--- config.mk ---
export PLATFORM = sky130hd
export DESIGN_NAME = acc_alu_flags
export DESIGN_NICKNAME = d
export VERILOG_FILES = /design/src/rtl/acc_alu_pkg.sv /design/src/rtl/alu_arith.sv /design/src/rtl/alu_logic_rot.sv /design/src/rtl/alu_dec_adjust.sv /design/src/rtl/alu_pair_add.sv /design/src/rtl/acc_alu_flags.sv
export SDC_FILE = /design/constraint.sdc
export NUM_CORES = 1
export LEC_CHECK = 0
export ABC_CLOCK_PERIOD_IN_PS = 6900
export BUFFER_PORTS_ARGS = -buffer_cell sky130_fd_sc_hd__buf_4
export CORE_MARGIN = 2
export CORE_UTILIZATION = 35
export CTS_BUF_LIST = sky130_fd_sc_hd__clkbuf_4 sky130_fd_sc_hd__clkbuf_8 sky130_fd_sc_hd__clkbuf_16
export DETAILED_ROUTE_END_ITERATION = 6
export GPL_ROUTABILITY_DRIVEN = 0
export PLACE_DENSITY = 0.62
export SETUP_SLACK_MARGIN = 0.4
export SLEW_MARGIN = 30
export SYNTH_ARGS = -nofsm -noshare
export SYNTH_HDL_FRONTEND = slang
export SYNTH_SLANG_ARGS = --single-unit
--- constraint.sdc ---
create_clock -name clk -period 6.9 [get_ports clk]
set_input_delay 0.69 -clock clk [delete_from_list [all_inputs] [get_ports clk]]
set_output_delay 0.69 -clock clk [all_outputs]
set_load 0.02 [all_outputs]
--- src/rtl/acc_alu_pkg.sv ---
package acc_alu_pkg;

  localparam int OP_W   = 5;
  localparam int FLAG_W = 8;
  localparam int NIB    = 4;

  typedef enum logic [OP_W-1:0] {
    OP_ADD = 5'd0,  OP_ADC = 5'd1,  OP_SUB = 5'd2,  OP_SBB = 5'd3,
    OP_CMP = 5'd4,  OP_AND = 5'd5,  OP_XOR = 5'd6,  OP_OR  = 5'd7,
    OP_INC = 5'd8,  OP_DEC = 5'd9,  OP_RLC = 5'd10, OP_RRC = 5'd11,
    OP_RAL = 5'd12, OP_RAR = 5'd13, OP_CMA = 5'd14, OP_STC = 5'd15,
    OP_CMC = 5'd16, OP_DAA = 5'd17, OP_DAD = 5'd18
  } alu_op_e;

  localparam int FB_S  = 7;
  localparam int FB_Z  = 6;
  localparam int FB_AC = 4;
  localparam int FB_P  = 2;
  localparam int FB_C  = 0;

  typedef struct packed {
    logic s;
    logic z;
    logic ac;
    logic p;
    logic c;
  } flags_t;

  function automatic logic [FLAG_W-1:0] pack_flags(flags_t f);
    logic [FLAG_W-1:0] b;
    b        = 8'h02;
    b[FB_S]  = f.s;
    b[FB_Z]  = f.z;
    b[FB_AC] = f.ac;
    b[FB_P]  = f.p;
    b[FB_C]  = f.c;
    return b;
  endfunction

  function automatic flags_t unpack_flags(logic [FLAG_W-1:0] b);
    flags_t f;
    f.s  = b[FB_S];
    f.z  = b[FB_Z];
    f.ac = b[FB_AC];
    f.p  = b[FB_P];
    f.c  = b[FB_C];
    return f;
  endfunction

endpackage

--- src/rtl/alu_arith.sv ---
module alu_arith
  import acc_alu_pkg::*;
#(
  parameter int DATA_W = 8
) (
  input  alu_op_e           op,
  input  logic [DATA_W-1:0] a,
  input  logic [DATA_W-1:0] b,
  input  logic              c_in,
  output logic [DATA_W-1:0] res,
  output flags_t            fout
);

  logic              is_sub, is_unit, use_cin, cin;
  logic [DATA_W-1:0] b_eff;
  logic [DATA_W:0]   sum_w, dif_w;
  logic [NIB:0]      lo_sum, lo_dif;
  logic [DATA_W-1:0] val;

  always_comb begin
    is_sub  = (op == OP_SUB) || (op == OP_SBB) || (op == OP_CMP) || (op == OP_DEC);
    is_unit = (op == OP_INC) || (op == OP_DEC);
    use_cin = (op == OP_ADC) || (op == OP_SBB);
    cin     = use_cin & c_in;
    b_eff   = is_unit ? DATA_W'(1) : b;

    sum_w  = {1'b0, a} + {1'b0, b_eff} + {{DATA_W{1'b0}}, cin};
    dif_w  = {1'b0, a} - {1'b0, b_eff} - {{DATA_W{1'b0}}, cin};
    lo_sum = {1'b0, a[NIB-1:0]} + {1'b0, b_eff[NIB-1:0]} + {{NIB{1'b0}}, cin};
    lo_dif = {1'b0, a[NIB-1:0]} - {1'b0, b_eff[NIB-1:0]} - {{NIB{1'b0}}, cin};

    val    = is_sub ? dif_w[DATA_W-1:0] : sum_w[DATA_W-1:0];
    res    = (op == OP_CMP) ? a : val;

    fout.s  = val[DATA_W-1];
    fout.z  = (val == '0);
    fout.p  = ~^val;
    fout.ac = is_sub ? lo_dif[NIB] : lo_sum[NIB];
    if (is_unit)     fout.c = c_in;
    else if (is_sub) fout.c = dif_w[DATA_W];
    else             fout.c = sum_w[DATA_W];
  end

endmodule

--- src/rtl/alu_logic_rot.sv ---
module alu_logic_rot
  import acc_alu_pkg::*;
#(
  parameter int DATA_W = 8
) (
  input  alu_op_e           op,
  input  logic [DATA_W-1:0] a,
  input  logic [DATA_W-1:0] b,
  input  flags_t            fin,
  output logic [DATA_W-1:0] res,
  output flags_t            fout
);

  localparam int MSB = DATA_W - 1;

  logic is_bool;

  always_comb begin
    res     = a;
    fout    = fin;
    is_bool = 1'b0;
    case (op)
      OP_AND: begin res = a & b; is_bool = 1'b1; end
      OP_XOR: begin res = a ^ b; is_bool = 1'b1; end
      OP_OR:  begin res = a | b; is_bool = 1'b1; end
      OP_RLC: begin res = {a[MSB-1:0], a[MSB]}; fout.c = a[MSB]; end
      OP_RRC: begin res = {a[0], a[MSB:1]};     fout.c = a[0];   end
      OP_RAL: begin res = {a[MSB-1:0], fin.c};  fout.c = a[MSB]; end
      OP_RAR: begin res = {fin.c, a[MSB:1]};    fout.c = a[0];   end
      OP_CMA: res = ~a;
      OP_STC: fout.c = 1'b1;
      OP_CMC: fout.c = ~fin.c;
      default: ;
    endcase
    if (is_bool) begin
      fout.s  = res[MSB];
      fout.z  = (res == '0);
      fout.p  = ~^res;
      fout.ac = 1'b0;
      fout.c  = 1'b0;
    end
  end

endmodule

--- src/rtl/alu_dec_adjust.sv ---
module alu_dec_adjust
  import acc_alu_pkg::*;
#(
  parameter int DATA_W = 8
) (
  input  logic [DATA_W-1:0] a,
  input  logic              ac_in,
  input  logic              c_in,
  output logic [DATA_W-1:0] res,
  output flags_t            fout
);

  localparam int             DIGIT_MAX = 9;
  localparam logic [DATA_W:0] LO_FIX   = (DATA_W+1)'(6);
  localparam logic [DATA_W:0] HI_FIX   = (DATA_W+1)'(6) << NIB;

  logic              lo_fire, hi_fire;
  logic [NIB:0]      lo_probe;
  logic [DATA_W:0]   step1, step2;

  always_comb begin
    lo_fire  = (a[NIB-1:0] > NIB'(DIGIT_MAX)) || ac_in;
    lo_probe = {1'b0, a[NIB-1:0]} + (NIB+1)'(6);
    step1    = {1'b0, a} + (lo_fire ? LO_FIX : '0);
    hi_fire  = (step1[DATA_W-1:NIB] > (DATA_W-NIB)'(DIGIT_MAX)) || c_in || step1[DATA_W];
    step2    = {1'b0, step1[DATA_W-1:0]} + (hi_fire ? HI_FIX : '0);
    res      = step2[DATA_W-1:0];

    fout.ac = lo_fire & lo_probe[NIB];
    fout.c  = c_in | step1[DATA_W] | step2[DATA_W];
    fout.s  = res[DATA_W-1];
    fout.z  = (res == '0);
    fout.p  = ~^res;
  end

endmodule

--- src/rtl/alu_pair_add.sv ---
module alu_pair_add #(
  parameter int PAIR_W = 16
) (
  input  logic [PAIR_W-1:0] a,
  input  logic [PAIR_W-1:0] b,
  output logic [PAIR_W-1:0] sum,
  output logic              cout
);

  logic [PAIR_W:0] wide;

  always_comb begin
    wide = {1'b0, a} + {1'b0, b};
    sum  = wide[PAIR_W-1:0];
    cout = wide[PAIR_W];
  end

endmodule

--- src/rtl/acc_alu_flags.sv ---
module acc_alu_flags
  import acc_alu_pkg::*;
#(
  parameter int DATA_W = 8,
  parameter int PAIR_W = 16
) (
  input  logic              clk,
  input  logic              rst,
  input  logic              in_valid,
  input  logic [OP_W-1:0]   op_in,
  input  logic [DATA_W-1:0] acc_in,
  input  logic [DATA_W-1:0] opnd_in,
  input  logic [FLAG_W-1:0] flags_in,
  input  logic [PAIR_W-1:0] pair_a,
  input  logic [PAIR_W-1:0] pair_b,
  output logic              out_valid,
  output logic [DATA_W-1:0] result,
  output logic [FLAG_W-1:0] flags_out,
  output logic [PAIR_W-1:0] pair_sum
);

  localparam logic [FLAG_W-1:0] FLAG_RST  = 8'h02;
  localparam logic [FLAG_W-1:0] KEEP_MASK = 8'b1101_0100;

  alu_op_e           op;
  flags_t            fin, f_ar, f_lg, f_da, f_nx;
  logic [DATA_W-1:0] r_ar, r_lg, r_da, r_nx;
  logic [PAIR_W-1:0] p_sum;
  logic              p_cout;
  logic              unused_flag_bits;
  alu_op_e           op_q;

  assign op  = alu_op_e'(op_in);
  assign fin = unpack_flags(flags_in);
  assign unused_flag_bits = ^{flags_in[5], flags_in[3], flags_in[1]};

  alu_arith #(.DATA_W(DATA_W)) u_arith (
    .op(op), .a(acc_in), .b(opnd_in), .c_in(fin.c), .res(r_ar), .fout(f_ar)
  );

  alu_logic_rot #(.DATA_W(DATA_W)) u_logic (
    .op(op), .a(acc_in), .b(opnd_in), .fin(fin), .res(r_lg), .fout(f_lg)
  );

  alu_dec_adjust #(.DATA_W(DATA_W)) u_daa (
    .a(acc_in), .ac_in(fin.ac), .c_in(fin.c), .res(r_da), .fout(f_da)
  );

  alu_pair_add #(.PAIR_W(PAIR_W)) u_pair (
    .a(pair_a), .b(pair_b), .sum(p_sum), .cout(p_cout)
  );

  always_comb begin
    r_nx = acc_in;
    f_nx = fin;
    case (op)
      OP_ADD, OP_ADC, OP_SUB, OP_SBB, OP_CMP, OP_INC, OP_DEC: begin
        r_nx = r_ar;
        f_nx = f_ar;
      end
      OP_AND, OP_XOR, OP_OR, OP_RLC, OP_RRC, OP_RAL, OP_RAR,
      OP_CMA, OP_STC, OP_CMC: begin
        r_nx = r_lg;
        f_nx = f_lg;
      end
      OP_DAA: begin
        r_nx = r_da;
        f_nx = f_da;
      end
      OP_DAD: f_nx.c = p_cout;
      default: ;
    endcase
  end

  always_ff @(posedge clk) begin
    if (rst) begin
      out_valid <= 1'b0;
      result    <= '0;
      flags_out <= FLAG_RST;
      pair_sum  <= '0;
      op_q      <= OP_ADD;
    end else begin
      out_valid <= in_valid;
      if (in_valid) begin
        result    <= r_nx;
        flags_out <= pack_flags(f_nx);
        pair_sum  <= p_sum;
        op_q      <= op;
      end
    end
  end

  AST_FIXED_BITS: assert property (@(posedge clk) disable iff (rst)
    out_valid |-> (flags_out[1] && !flags_out[3] && !flags_out[5]));

  AST_CMP_KEEPS_ACC: assert property (@(posedge clk) disable iff (rst)
    (in_valid && op == OP_CMP) |=> (result == $past(acc_in)));

  AST_BOOL_CLEARS_CARRY: assert property (@(posedge clk) disable iff (rst)
    (out_valid && (op_q == OP_AND || op_q == OP_XOR || op_q == OP_OR))
      |-> (!flags_out[FB_C] && !flags_out[FB_AC]));

  AST_STEP_KEEPS_CARRY: assert property (@(posedge clk) disable iff (rst)
    (in_valid && (op == OP_INC || op == OP_DEC))
      |=> (flags_out[FB_C] == $past(flags_in[FB_C])));

  AST_ROT_KEEPS_FLAGS: assert property (@(posedge clk) disable iff (rst)
    (in_valid && (op == OP_RLC || op == OP_RRC || op == OP_RAL || op == OP_RAR))
      |=> ((flags_out & KEEP_MASK) == ($past(flags_in) & KEEP_MASK)));

  AST_PAIR_KEEPS_FLAGS: assert property (@(posedge clk) disable iff (rst)
    (in_valid && op == OP_DAD)
      |=> (((flags_out & KEEP_MASK) == ($past(flags_in) & KEEP_MASK))
           && result == $past(acc_in)));

  AST_ZERO_MATCHES: assert property (@(posedge clk) disable iff (rst)
    (out_valid && (op_q == OP_ADD || op_q == OP_SUB || op_q == OP_AND || op_q == OP_INC))
      |-> (flags_out[FB_Z] == (result == '0)));

endmodule

* After elaboration in Yosys (flattened, before gate mapping) *
Cells that the tools add are included.

operators by class
  magnitude comparators = 2
  reductions and logical operators = 20
  equal/unequal tests = 18
  muxes and demuxes = 15
  bitwise gates (word level) = 9
  $add $sub $neg = 12

operators by type and width
  kind                                            number
  one-hot mux 8 bit (8 select lines)              1
  == test 5 x 4 -> 1 bit (second input constant)  8
  logical NOT 8 bit                               3
  two-way mux 8 bit                               3
  one-hot mux 8 bit (3 select lines)              1
  XNOR reduction 8 bit                            3
  == test 5 x 3 -> 1 bit (second input constant)  4
  adder 8 x 9 -> 9 bit                            2
  adder 16 x 16 -> 17 bit                         1
  == test 5 bit (second input constant)           3
  one-hot mux 4 bit (3 select lines)              1
  == test 5 x 2 -> 1 bit (second input constant)  2
  OR reduction 10 bit                             1
  adder 8 x 8 -> 9 bit                            1
  adder 9 x 1 -> 9 bit                            1
  subtractor 8 x 8 -> 9 bit                       1
  subtractor 9 x 1 -> 9 bit                       1
  AND 8 bit                                       1
  > comparator 4 bit (second input constant)      2
  logical OR 1 bit                                8
  inverter 8 bit                                  1
  bitwise OR 8 bit                                1
  one-hot mux 1 bit (4 select lines)              2
  XOR 8 bit                                       1
  other kinds (17)                                23

word-level totals
  output and inout port bits = 33
  logic and storage cells = 80
  bits in registers = 30
  input port bits = 64

* Logic depth before layout (Yosys ltp) *
  depth in word-level cells = 11
  depth in mapped cells = 21
  depth with buffers taken out = 20

* Cells and area by module *
From an unflattened synthesis, not the netlist that was laid out.

unflattened totals
  cells, all modules = 662
  area, all modules = 5267.6 sq um

modules (own cells, without submodules)
  module          area an instance (sq um)  seq. area each (sq um)  times used  cells each
  acc_alu_flags   1443.9                    600.6                   1           153
  alu_arith       1320.0                    0.0                     1           175
  alu_logic_rot   1247.4                    0.0                     1           175
  alu_pair_add    855.8                     0.0                     1           110
  alu_dec_adjust  400.4                     0.0                     1           49

* Worst setup path before layout *
Ideal clock, no wire load.

  path type = input port to flip-flop
  from = input acc_in[2]
  to = register flags_out[2]
  library setup time = 0.134 ns
  data required time = 6.766 ns
  arrival time = 4.201 ns
  setup slack = 2.565 ns
  cell stages on the path = 20
  path buffers = 1
  cells stage by stage = clkbuf_1 -> o21ai_0 -> nand2b_1 -> ha_1 -> fa_1 -> nand3_1 -> xnor2_1 -> o21ai_0 -> a21oi_1 -> or2_2 -> ha_1 -> inv_1 -> fa_1 -> xnor2_1 -> xnor2_1 -> ha_1 -> xor2_1 -> xnor2_1 -> a221oi_1 -> a211oi_1

between the ends
  longest elaborated chain between the ends = 11

ends and longest elaborated chain
  element                               RTL line              RTL
  start, declared                       acc_alu_flags.sv:11   input logic [DATA_W-1:0] acc_in,
  > comparator 4 bit                    alu_dec_adjust.sv:22  lo_fire = (a[NIB-1:0] > NIB'(DIGIT_MAX)) || ac_in;
  logical OR 1 bit                      alu_dec_adjust.sv:22
  two-way mux 3 bit                     alu_dec_adjust.sv:24  step1 = {1'b0, a} + (lo_fire ? LO_FIX : '0);
  adder 8 x 9 -> 9 bit                  alu_dec_adjust.sv:24
  > comparator 4 bit                    alu_dec_adjust.sv:25  hi_fire = (step1[DATA_W-1:NIB] > (DATA_W-NIB)'(DIGIT_MAX)) || c_in || step1[DATA_W];
  logical OR 1 bit (2 in a row)         alu_dec_adjust.sv:25
  two-way mux 7 bit                     alu_dec_adjust.sv:26  step2 = {1'b0, step1[DATA_W-1:0]} + (hi_fire ? HI_FIX : '0);
  adder 8 x 9 -> 9 bit                  alu_dec_adjust.sv:26
  XNOR reduction 8 bit                  alu_dec_adjust.sv:33  fout.p = ~^res;
  one-hot mux 4 bit (3 select lines) *  acc_alu_flags.sv:56   case (op)
  end signal, assigned                  acc_alu_flags.sv:86   flags_out <= pack_flags(f_nx);
  end, declared                         acc_alu_flags.sv:18   output logic [FLAG_W-1:0] flags_out,

Mark *: on every way between the ends. The rest lies on a longest branch, timed or not.
A chain may end at the register's enable or synchronous reset.

* Worst setup path in the final report *
Same ends and word-level chain as after synthesis.

==> impl_results.md <==
- WHS Endpoint: result[2]
- Layout Skew: 0 ps
- Core Area: 13100 sq um
- Clock sinks: 30
- Min Tclk post-route: 4540 ps
- Root Buffer: clkbuf_16
- Cell Area, Placed: 5370 sq um
- DR vias: 4763
- Worst path required time: 7050 ps
- Max cap viols: 0
- Least-Margin Pin Slew: 898 ps
- Synthesis-stage register bit count: 30
- Sequential area share after synthesis: 12.9%
- Total global-route track usage: 19.6%
- Fin area: 5540 sq um
- DRT iter0 DRCs: 421
- Final setup margin: 2360 ps
- Post-synthesis async set-or-reset flop share: 0%
- Ys Warns: 0
- Worst Path Max Fanout: 14
- Initial antenna violation count: 0
- VDD IR-drop max: 0.0000962 V
- Final Hold Fails: 0
- TritonCTS Buffers: 5
- Fin. max-slew vios: 0
- Clock buffer depth: 2
- Post-Route Setup TNS: 0 ps
- Mapped cell area: 4650 sq um
- Worst reg2reg path endpoint: flags_out[0]
- Leakage power: 2.50 nW
- Drt drc: 4
- Worst-path clk slew: 60 ps
- First-pass DRT Iterations: 7
- Setup-failing EPs final: 0
- Final ANT Viol Nets: 0
- Worst-skew pair later-pin latency: 270 ps
- Failing checks: design-rule violations
- Wire length of the first global-routing pass: 22700 um
- R2R setup slack: 5410 ps
- CP startpoint: acc_in[2]
- DR vias/cell: 5.67
- Post-CTS setup buffers: 0
- Vias in the first global route: 4523
- Worst hold start: result[2]
- Worst R2R Start: flags_out[0]
- Netlist cell types: 72
- Top cells by area, synth: ha_1 19%, dfxtp_1 13%, xnor2_1 5.3%
- RSZ-0062 raised after global routing: no
- Most common cell after layout, fill and taps aside: buf_4
- Largest net degree at the start of global routing: 39
- Number of flops mapped to enable cells by yosys: 0
- Worst-case reg-to-reg path depth: 5
- Final Cycle Share: 65.8%
- CP Launch Type: input port
- Worst min-delay path class: reg -> reg
- PostCTS Resize Cnt: 0
- Critical path class: in -> reg
- Syn Area/Cell: 7.74 sq um
- CTS tree: done
- Synth top area share: 18.6%
- ANT cells: 0
- Status: finished with violations
- Overall power: 923 uW
- Post-synth top area cell: ha_1
- Initial Util: 35.4%
- Area grow syn2layout: 19.0%
- Total gr overflow: 0
- Cell Rows: 42
- # IOs: 97
- Die area: 14200 sq um
- Share of layout cells above drive strength 1: 17.9%
- Setup WS pre-CTS: 2100 ps
- Worst rel slew slack: 40.0%
- Buffers on Ports: 90
- Chip Width: 119 um
- Syn Inst Count: 601
- CP Capture Type: flip-flop
- Power per standard cell area: 167 nW/um^2
- Hpwl dp: 11100 um
- Hold-fix buffer count after cts: 0
- WL/cell: 16.9 um
- H-tree levels: 2
- Nets: 803
- Most frequent cells in the layout: 90 x buf_4, 69 x ha_1, 52 x nor2_1
- Die Span Y: 119 um
- Worst hold stages: 2
- Routed wire length: 14200 um
- Maximum clock frequency: 220 MHz
- Main flop type after synthesis: dfxtp_1
- Worst EP arrival: 4690 ps
-- cell usage after synthesis (all sizes together) (10+ instances only) --
cell type / n
nand3: 12
inv: 49
xor2: 11
xnor2: 28
nand2b: 14
mux2i: 16
a21oi: 35
nor2: 54
o21ai: 35
buf: 26
dfxtp: 30
clkbuf: 10
nand2: 42
ha: 69
nor3: 12
a211oi: 10
-- worst max-delay path: stages --
cell and delay [ps]:
buf_4 170, o21ai_0 220, nand2b_1 150, ha_1 240
fa_1 470, nand2_1 150, nor4_4 70, nand2_1 80
o21ai_0 70, a21oi_1 140, or2_2 140, ha_1 170
inv_1 60, fa_1 370, xnor2_1 180, xnor2_1 170
ha_1 280, xor2_1 180, xnor2_1 130, a221oi_1 430
a211oi_1 130
-- through the flow --
stage	cells	hold WS [ps]	util, %
5_1_grt	840	493	42.2
3_3_place_gp	832	445	40.8
4_1_cts	840	460	42.1
2_1_floorplan	602	517	-
6_report	840	456	42.2
3_5_place_dp	832	453	40.8
-- where the power goes --
group | leakage [nW] | switching, mW | internal (mW)
combinational | 2.17 | 0.262 | 0.206
sequential | 0.248 | 0.0104 | 0.191
clock | 0.0760 | 0.0832 | 0.170
-- how the worst max path moves through the flow --
stage / endpoint / cells past startpoint / slack (ps)
2_1_floorplan: flags_out[2] / 20 / 2560
3_3_place_gp: flags_out[2] / 20 / 2130
3_5_place_dp: flags_out[2] / 20 / 2100
4_1_cts: flags_out[2] / 20 / 2370
5_1_grt: flags_out[2] / 20 / 2090
6_report: flags_out[2] / 21 / 2360
-- kinds of logic (layout without fill, tap and decap cells) --
group           Yosys count  count (layout)  synth area share [%]
compound gates          172             172                  26.1
other cells               2               3                 0.161
flops                    30              30                  12.9
xor+xnor                 39              39                  7.34
simple gates            180             180                  20.3
buf+inv                  85             147                  7.96
fa+ha+maj                76              76                  21.6
mux                      17              17                  3.68
-- registers in the layout (all words and copies together), names as in the netlist --
name,flops
pair_sum,16
flags_out,5
result,8
out_valid,1
-- cell type report --
| class | count | area, sq um |
|---|---|---|
| clock buffer | 5 | 125 |
| clock inverter | 3 | 45.0 |
| tap | 176 | 220 |
| multi-input combinational | 487 | 3690 |
| timing repair buffer | 90 | 676 |
| sequential | 30 | 601 |
| inverter | 49 | 184 |
| fill | 1378 | 7600 |
-- metal layers --
layer  vias to the layer above  part of all wire (%)  GRT usage (%)
met5                         -                     0              0
met4                         0                   4.1           9.19
met3                        45                   7.0           2.25
met2                       232                    44           31.2
met1                      2185                    45           26.4
li1                       2301                     -              -
No activity file was read; power rests on OpenSTA's default activity.
